File: src/rtl/lsa_pkg.sv
package lsa_pkg;

  // Access kind: bit 1 selects store, bit 0 selects word size.
  typedef enum logic [1:0] {
    K_LD_BYTE = 2'b00,
    K_LD_WORD = 2'b01,
    K_ST_BYTE = 2'b10,
    K_ST_WORD = 2'b11
  } acc_kind_t;

  function automatic logic kind_is_store(input acc_kind_t k);
    return k[1];
  endfunction

  function automatic logic kind_is_word(input acc_kind_t k);
    return k[0];
  endfunction

endpackage

File: src/rtl/lsa_load_fmt.sv
module lsa_load_fmt #(
  parameter int DATA_W = 32,
  parameter int LANE_W = 8,
  localparam int LANES = DATA_W / LANE_W,
  localparam int OFF_W = $clog2(LANES)
) (
  input  logic              is_word,
  input  logic [OFF_W-1:0]  off,
  input  logic [DATA_W-1:0] rd_word,
  output logic [DATA_W-1:0] fmt_word
);

  logic [LANE_W-1:0] in_lane  [LANES];
  logic [LANE_W-1:0] rot_lane [LANES];
  logic [DATA_W-1:0] rotated;

  // Split the bus word into lanes.
  for (genvar g = 0; g < LANES; g++) begin : g_split
    assign in_lane[g] = rd_word[g*LANE_W +: LANE_W];
  end

  // Right rotate by whole lanes: output lane i takes input lane (i + off) mod LANES.
  // The offset width wraps the sum, which gives the modulo for power-of-two lane counts.
  always_comb begin
    for (int i = 0; i < LANES; i++) begin
      rot_lane[i] = in_lane[OFF_W'(i) + off];
    end
  end

  for (genvar g = 0; g < LANES; g++) begin : g_join
    assign rotated[g*LANE_W +: LANE_W] = rot_lane[g];
  end

  // A byte load reuses the rotate network: the addressed byte is already in lane 0.
  always_comb begin
    if (is_word) begin
      fmt_word = rotated;
    end else begin
      fmt_word = '0;
      fmt_word[LANE_W-1:0] = rotated[LANE_W-1:0];
    end
  end

endmodule

File: src/rtl/lsa_store_fmt.sv
module lsa_store_fmt #(
  parameter int DATA_W = 32,
  parameter int LANE_W = 8,
  localparam int LANES = DATA_W / LANE_W,
  localparam int OFF_W = $clog2(LANES)
) (
  input  logic              clk,
  input  logic              rst,
  input  logic              is_store,
  input  logic              is_word,
  input  logic [OFF_W-1:0]  off,
  input  logic [DATA_W-1:0] st_word,
  output logic [DATA_W-1:0] wdata,
  output logic [LANES-1:0]  wstrb
);

  for (genvar g = 0; g < LANES; g++) begin : g_lane
    // Word store passes the register through; byte store replicates the low lane.
    assign wdata[g*LANE_W +: LANE_W] = is_word ? st_word[g*LANE_W +: LANE_W]
                                               : st_word[LANE_W-1:0];
    assign wstrb[g] = is_store && (is_word || (off == OFF_W'(g)));
  end

  AST_BYTE_ONE_STRB: assert property (@(posedge clk) disable iff (rst)
    (is_store && !is_word) |-> ($countones(wstrb) == 1));
  AST_BYTE_STRB_LANE: assert property (@(posedge clk) disable iff (rst)
    (is_store && !is_word) |-> wstrb[off]);
  AST_WORD_ALL_STRB: assert property (@(posedge clk) disable iff (rst)
    (is_store && is_word) |-> (&wstrb));
  AST_LOAD_NO_STRB: assert property (@(posedge clk) disable iff (rst)
    !is_store |-> (wstrb == '0));
  AST_WORD_PASS: assert property (@(posedge clk) disable iff (rst)
    (is_store && is_word) |-> (wdata == st_word));

endmodule

File: src/rtl/lsa_load_reg.sv
module lsa_load_reg #(
  parameter int DATA_W = 32
) (
  input  logic              clk,
  input  logic              rst,
  input  logic              cap,
  input  logic [DATA_W-1:0] cap_word,
  output logic              q_valid,
  output logic [DATA_W-1:0] q_word
);

  always_ff @(posedge clk) begin
    if (rst) begin
      q_valid <= 1'b0;
      q_word  <= '0;
    end else begin
      q_valid <= cap;
      if (cap) begin
        q_word <= cap_word;
      end
    end
  end

  AST_CAP_VALID: assert property (@(posedge clk) disable iff (rst)
    cap |=> q_valid);
  AST_NO_CAP_HOLD: assert property (@(posedge clk) disable iff (rst)
    !cap |=> (!q_valid && $stable(q_word)));
  AST_RESET_CLEAR: assert property (@(posedge clk)
    rst |=> (!q_valid && q_word == '0));

endmodule

File: src/rtl/ls_lane_aligner.sv
module ls_lane_aligner #(
  parameter int DATA_W = 32,
  parameter int LANE_W = 8,
  localparam int LANES = DATA_W / LANE_W,
  localparam int OFF_W = $clog2(LANES)
) (
  input  logic              clk,
  input  logic              rst,
  input  logic [1:0]        acc_kind,
  input  logic [OFF_W-1:0]  addr_lo,
  input  logic [DATA_W-1:0] st_data,
  input  logic              rd_valid,
  input  logic [DATA_W-1:0] rd_data,
  output logic [DATA_W-1:0] bus_wdata,
  output logic [LANES-1:0]  bus_wstrb,
  output logic              ld_valid,
  output logic [DATA_W-1:0] ld_data
);

  import lsa_pkg::*;

  acc_kind_t         kind;
  logic              is_store;
  logic              is_word;
  logic              load_cap;
  logic [DATA_W-1:0] load_fmt;

  assign kind     = acc_kind_t'(acc_kind);
  assign is_store = kind_is_store(kind);
  assign is_word  = kind_is_word(kind);
  assign load_cap = rd_valid && !is_store;

  lsa_load_fmt #(.DATA_W(DATA_W), .LANE_W(LANE_W)) u_load_fmt (
    .is_word  (is_word),
    .off      (addr_lo),
    .rd_word  (rd_data),
    .fmt_word (load_fmt)
  );

  lsa_store_fmt #(.DATA_W(DATA_W), .LANE_W(LANE_W)) u_store_fmt (
    .clk      (clk),
    .rst      (rst),
    .is_store (is_store),
    .is_word  (is_word),
    .off      (addr_lo),
    .st_word  (st_data),
    .wdata    (bus_wdata),
    .wstrb    (bus_wstrb)
  );

  lsa_load_reg #(.DATA_W(DATA_W)) u_load_reg (
    .clk      (clk),
    .rst      (rst),
    .cap      (load_cap),
    .cap_word (load_fmt),
    .q_valid  (ld_valid),
    .q_word   (ld_data)
  );

  AST_BYTE_ZERO_FILL: assert property (@(posedge clk) disable iff (rst)
    (rd_valid && kind == K_LD_BYTE) |=> (ld_data[DATA_W-1:LANE_W] == '0));
  AST_WORD_OFF0_PASS: assert property (@(posedge clk) disable iff (rst)
    (rd_valid && kind == K_LD_WORD && addr_lo == '0) |=> (ld_data == $past(rd_data)));
  AST_BYTE_LANE_SEL: assert property (@(posedge clk) disable iff (rst)
    (rd_valid && kind == K_LD_BYTE) |=>
      (ld_data[LANE_W-1:0] == $past(rd_data[addr_lo*LANE_W +: LANE_W])));
  AST_BYTE_REPLICATE: assert property (@(posedge clk) disable iff (rst)
    (kind == K_ST_BYTE) |-> (bus_wdata[DATA_W-1 -: LANE_W] == st_data[LANE_W-1:0]));

endmodule

File: config.mk
export PLATFORM = sky130hd
export DESIGN_NAME = ls_lane_aligner
export DESIGN_NICKNAME = d
export VERILOG_FILES = /design/src/rtl/lsa_pkg.sv /design/src/rtl/lsa_load_fmt.sv /design/src/rtl/lsa_store_fmt.sv /design/src/rtl/lsa_load_reg.sv /design/src/rtl/ls_lane_aligner.sv
export SDC_FILE = /design/constraint.sdc
export NUM_CORES = 1
export LEC_CHECK = 0
export BUFFER_PORTS_ARGS = -buffer_cell sky130_fd_sc_hd__buf_4
export CORE_MARGIN = 3
export CORE_UTILIZATION = 43
export CTS_BUF_LIST = sky130_fd_sc_hd__clkbuf_2
export DETAILED_ROUTE_END_ITERATION = 10
export PLACE_DENSITY = 0.88
export SYNTH_ARGS = -nofsm -noshare
export SYNTH_HDL_FRONTEND = slang
export SYNTH_SLANG_ARGS = --single-unit
File: constraint.sdc
create_clock -name clk -period 2.4 [get_ports clk]
set_clock_uncertainty 0.15 [all_clocks]
set_input_delay 0.24 -clock clk [delete_from_list [all_inputs] [get_ports clk]]
set_output_delay 0.24 -clock clk [all_outputs]
set_load 0.01 [all_outputs]
==> results of run 1 <==
==> how the worst max path moves through the flow <==
stage | end | slack [ns] | depth (start not counted)
after CTS | bus_wstrb[1] | 0.73 | 6
after floorplan | u_load_reg.q_word[10] | 0.30 | 8
after global placement | u_load_reg.q_word[29] | 0.39 | 5
after detailed placement | u_load_reg.q_word[11] | 0.31 | 5
after global routing | u_load_reg.q_word[9] | 0.60 | 5
final | u_load_reg.q_word[11] | 0.72 | 5
==> per-layer routing <==
layer | GRT usage (%) | part of all wire [%] | routed length (µm) | vias up
li1 | - | - | - | 1092
met1 | 22.3 | 36 | 2390 | 1041
met2 | 42.4 | 52 | 3470 | 97
met3 | 7.65 | 10 | 671 | 10
met4 | 6.80 | 1.4 | 91 | 0
met5 | 0 | 0 | 0 | -
==> flip-flops by register name, indices dropped and copies added, names as in the netlist <==
name                count
u_load_reg.q_valid      1
u_load_reg.q_word      32
==> cell families after synthesis <==
logic type	after synthesis	synth area share (%)
DFF	33	31.6
buffers and inverters	30	9.09
muxes	48	23.0
adders and majority gates	4	2.39
AOI/OAI and AO/OA	33	14.6
and+or+nand+nor	98	19.4
==> through the flow <==
step	worst slack [ns]	instance area [µm²]
detailed placement	0.311	3080
finish	0.719	3120
global placement	0.393	3080
global route	0.600	3120
floorplan	0.305	2090
CTS	0.732	3120
==> critical path: stages <==
cell and delay [ns]:
sky130_fd_sc_hd__buf_4 0.20, sky130_fd_sc_hd__clkinv_1 0.11, sky130_fd_sc_hd__ha_1 0.84, sky130_fd_sc_hd__mux2i_1 0.18
sky130_fd_sc_hd__a22o_1 0.23
==> synthesized netlist by cell type, drive strengths merged, types with 2 or more instances <==
cell	count	share of area, %
nand2	80	14
dfxtp	33	32
inv	2	0.36
mux2i	48	23
nor2	8	1.4
clkbuf	2	0.36
nand2b	8	2.4
buf	25	8.2
ha	4	2.4
a32o	16	7.7
a22o	16	6.7
==> final cells by class <==
class	count	area, µm²	share of cell area (%)
Multi-Input combinational cell	183	1240	39.9
Timing Repair Buffer	144	1080	34.7
Tap cell	65	81.3	2.61
Clock buffer	8	40.0	1.28
Inverter	3	11.3	0.361
Sequential cell	33	661	21.2
==> report_power, final <==
part | internal [mW] | switching (mW) | leakage, nW
sequential | 0.573 | 0.0142 | 0.269
combinational | 0.246 | 0.220 | 1.40
clock | 0.0860 | 0.177 | 0.0332
==> cells in the final DEF (no fill, tap or decap) <==
cell type	instances
sky130_fd_sc_hd__clkbuf_2	8
sky130_fd_sc_hd__dfxtp_1	33
sky130_fd_sc_hd__buf_4	144
sky130_fd_sc_hd__a22o_1	16
sky130_fd_sc_hd__nand2_1	80
sky130_fd_sc_hd__a21oi_2	1
sky130_fd_sc_hd__inv_1	2
sky130_fd_sc_hd__mux2i_1	48
sky130_fd_sc_hd__and2_1	1
sky130_fd_sc_hd__nor2_1	8
sky130_fd_sc_hd__ha_1	4
sky130_fd_sc_hd__nor3b_4	1
sky130_fd_sc_hd__nand2b_1	8
sky130_fd_sc_hd__clkinv_1	1
sky130_fd_sc_hd__a32o_1	16
==> flow_summary.json, run 1 <==
{
  "run_status": "completed",
  "io_buffer_count": 139,
  "syn_inst": 246,
  "fp.dieArea_um2": 5740,
  "r2r-end": "u_load_reg.q_word[12]",
  "cp.required_ns": 2.54,
  "clockRootBuffer": "sky130_fd_sc_hd__clkbuf_2",
  "leakage_nw": 1.70,
  "via_per_inst": 5.14,
  "path_clk_slew_ns": 0.16,
  "max_freq_mhz": 595,
  "ys_seq_area_share_pct": 31.6,
  "clk_latency_ns": 0.37,
  "critPathLaunch": "addr_lo[1]",
  "period_minus_slack_ns": 1.68,
  "cts-htree-levels": 2,
  "synth-main-ff-cell": "sky130_fd_sc_hd__dfxtp_1",
  "grt.overflow.total": 0,
  "total_power_mw": 1.32,
  "cts_buffers": 5,
  "first_pass_grt_wire_length_um": 9690,
  "dp_cells": 428,
  "final_instance_count_without_filler_cells": 436,
  "drc_marker_count_from_the_first_detailed_route_iteration": 85,
  "avgSynthCellArea_um2": 8.50,
  "fraction_of_layout_instances_using_a_drive_strength_above_1_pct": 41.5,
  "min_delay_worst_endpoint": "u_load_reg.q_valid",
  "timing.reg2reg.setup_slack_ns": 1.59,
  "diodes": 0,
  "worst_ir_drop_vdd_v": 0.000279,
  "post_cts_resize_count": 0,
  "count_of_flip_flops_with_a_built_in_enable_after_synthesis": 0,
  "ctsLongestPathBuffers": 2,
  "drc": 0,
  "setup_repair_after_global_routing_missed_its_margin": "false",
  "power.density_cell_area_nw_per_um2": 422,
  "globalRouteTotalUtil_pct": 22.2,
  "finalMaxSlewViolations": 0,
  "worst-endpoint-arrival_ns": 1.82,
  "worstSetupStartpointType": "input port",
  "asyncSetResetFlopFracSynth_pct": 0,
  "layout.core_utilization_pct": 68.8,
  "first_global_vias": 2158,
  "cts_num_sinks": 33,
  "hpwlAfterDp_um": 5320,
  "postSynthNetCount": 321,
  "clock_tree_from_tritoncts": "built",
  "flow.area_growth_from_synthesis_pct": 49.1,
  "antenna_found_initial": 0,
  "worst_slew_pin_slew_ns": 0.832,
  "whs_path_depth": 3,
  "worst_reg_to_reg_cells": 1,
  "worstReg2RegStart": "u_load_reg.q_word[12]",
  "synth.ff_latch_count": 33,
  "row_cnt": 24,
  "worst_hold_slack_ns": 0.0677,
  "final_antenna_net_count": 0,
  "timing.hold.worst.start": "rst",
  "max_slew_margin_pct": 44.5,
  "place_congestion": 0.814,
  "final_min_period_over_clock_period_pct": 70.0,
  "routed_wirelength_um": 6620,
  "die-width_um": 75.8,
  "drt-wirelength-per-cell_um": 15.2,
  "pin_count_of_the_biggest_net_entering_global_routing": 38,
  "fin_nets": 445,
  "syn-cell-area_um2": 2090,
  "initial_core_util_pct": 46.1,
  "timing.max_cap.violations": 0,
  "number_of_hold_buffers_added_after_cts": 0,
  "setup-tns-final_ns": 0,
  "worst_setup_path_end_kind": "flip-flop",
  "nFillCells": 411,
  "post_cts_buffers": 0,
  "yosysWarningCount": 0,
  "floorplan.io_pins": 140,
  "chipHeight_um": 75.8,
  "vias": 2240,
  "detail_route.first_pass.iterations": 4,
  "synthDistinctLibCells": 19,
  "worst-path-max-fanout": 19,
  "report.final.hold_viol_count": 0,
  "worstHoldPathType": "input port to flip-flop",
  "criticalPathCategory": "input port to flip-flop",
  "finalSetupViolations": 0,
  "core_region_area_um2": 4530
}
No activity file was read; power rests on OpenSTA's default activity.
==> inputs of run 2 (changes only) <==
Settings changed: CORE_UTILIZATION 43 to 39, PLACE_DENSITY 0.88 to 0.85.
Clock period 2.4 ns to 1.4 ns, I/O delays scaled along.
==> flow_summary.json, run 2 (synthesis gave the netlist of run 1 again) <==
{
  "run_status": "completed",
  "finalMaxSlewViolations": 0,
  "diodes": 0,
  "met1_demand_to_capacity_share_in_global_routing_pct": 20.9,
  "worst_ir_drop_vdd_v": 0.000455,
  "clock_tree_from_tritoncts": "built",
  "worstHoldPathType": "input port to flip-flop",
  "fin_nets": 451,
  "pin_count_of_the_biggest_net_entering_global_routing": 33,
  "first_pass_grt_wire_length_um": 10100,
  "detail_route.first_pass.iterations": 4,
  "die-width_um": 79.2,
  "largestRegisters": "u_load_reg.q_word: 32 flops, u_load_reg.q_valid: 1 flops",
  "clockRootBuffer": "sky130_fd_sc_hd__clkbuf_2",
  "setup-tns-final_ns": 0,
  "post-route-worst-setup-slack_ns": 0.148,
  "fp.dieArea_um2": 6280,
  "clk_latency_ns": 0.36,
  "critPathLaunch": "addr_lo[1]",
  "vias": 2261,
  "routed_wirelength_um": 6540,
  "row_cnt": 26,
  "top_register": "u_load_reg.q_word",
  "chipHeight_um": 79.2,
  "timing.max_cap.violations": 0,
  "power.switching_mw": 0.733,
  "intPower_mw": 1.55,
  "drc_marker_count_from_the_first_detailed_route_iteration": 100,
  "core_region_area_um2": 5140,
  "antenna_found_initial": 0,
  "p_clk_share_pct": 19.2,
  "cp.required_ns": 1.11,
  "layout_common_cells": "sky130_fd_sc_hd__buf_4, sky130_fd_sc_hd__nand2_1, sky130_fd_sc_hd__mux2i_1",
  "cts_buffers": 5,
  "worst_slew_pin_slew_ns": 0.287,
  "power.density_cell_area_nw_per_um2": 702,
  "grt.overflow.total": 0,
  "grt-busiest-layer": "met2",
  "via_per_inst": 5.06,
  "hpwlAfterDp_um": 5390,
  "report.final.hold_viol_count": 0,
  "worst_setup_path_end_kind": "output port",
  "worst-endpoint-arrival_ns": 0.96,
  "pre_cts_slack_ns": 0.00612,
  "first_global_vias": 2172,
  "initial_core_util_pct": 40.7,
  "final_min_period_over_clock_period_pct": 89.5,
  "leakage_nw": 1.75,
  "gr-usage-met2_pct": 37.4,
  "power.sequential.fraction_pct": 44.1,
  "worstSetupStartpointType": "input port",
  "io_buffer_count": 139,
  "ctsLongestPathBuffers": 2,
  "cts_num_sinks": 33,
  "dp_cells": 438,
  "period_minus_slack_ns": 1.25,
  "flow.area_growth_from_synthesis_pct": 55.5,
  "max_freq_mhz": 799,
  "timing.reg2reg.setup_slack_ns": 0.58,
  "worst_hold_slack_ns": 0.0374,
  "cts-htree-levels": 2,
  "worstReg2RegStart": "u_load_reg.q_word[23]",
  "place_congestion": 0.829,
  "largest_register_ffs": 32,
  "comb_power_share_pct": 36.7,
  "final_instance_count_without_filler_cells": 447,
  "globalRouteTotalUtil_pct": 20.2,
  "criticalPathCategory": "input port to output port",
  "met3_usage_pct": 8.28,
  "final_antenna_net_count": 0,
  "final_common_cell": "sky130_fd_sc_hd__buf_4",
  "timing.hold.worst.start": "rd_data[4]",
  "max_slew_margin_pct": 80.3,
  "finalSetupViolations": 0,
  "fraction_of_layout_instances_using_a_drive_strength_above_1_pct": 43.0,
  "switching_share_pct": 32.1,
  "path_clk_slew_ns": 0.16,
  "worst-path-max-fanout": 17,
  "drc": 0,
  "total_power_mw": 2.28,
  "floorplan.io_pins": 140,
  "drt-wirelength-per-cell_um": 14.6,
  "setup_repair_after_global_routing_missed_its_margin": "false"
}
==> run 2: power groups by stage <==
stage / clock network [mW] / logic [mW] / registers, mW
6_report: 0.439 / 0.838 / 1.01
5_1_grt: 0.497 / 0.913 / 1.01
4_1_cts: 0.456 / 0.845 / 1.01
3_5_place_dp: 0 / 0.843 / 1.03
3_3_place_gp: 0 / 0.825 / 1.03
2_1_floorplan: 0 / 0.431 / 1.04
==> run 2: timing repair <==
| action | 4_1_cts | 5_1_grt |
|---|---|---|
| setup endpoints to repair | 0 | 0 |
| resized for setup | 0 | 0 |
| hold endpoints to repair | 1 | 0 |
| hold buffers | 1 | 0 |
| buffers inserted | 0 | 0 |
==> run 2: through the flow <==
stage | area [µm²] | utilization [%]
floorplan | 2180 | -
global route | 3250 | 63.3
CTS | 3250 | 63.3
global placement | 3200 | 62.3
detailed placement | 3200 | 62.3
finish | 3250 | 63.3
==> run 2: cell type report <==
type	count	area, µm²
fill	446	1890
multi-input combinational	183	1260
timing repair buffer	150	1180
sequential	33	661
tap	70	87.6
inverter	3	26.3
clock buffer	5	25.0
clock inverter	3	17.5
==> run 2: critical path: stages <==
cell and delay, ns:
sky130_fd_sc_hd__buf_4 0.12, sky130_fd_sc_hd__clkinv_8 0.05, sky130_fd_sc_hd__buf_4 0.19, sky130_fd_sc_hd__ha_1 0.19, sky130_fd_sc_hd__nor2_1 0.08, sky130_fd_sc_hd__nor2_1 0.04, sky130_fd_sc_hd__buf_4 0.14
==> run 2: final timing paths <==
check,endpoint,cells after the start
hold reg to reg,u_load_reg.q_word[16],1
setup reg to reg,u_load_reg.q_word[23],1
setup / recovery,bus_wstrb[1],7
hold / removal,u_load_reg.q_word[20],4
==> run 2: metal layers <==
metal / wire length [µm] / vias up
met5: 0 / -
met4: 99 / 0
met3: 711 / 8
met2: 3280 / 115
met1: 2450 / 1034
li1: - / 1104
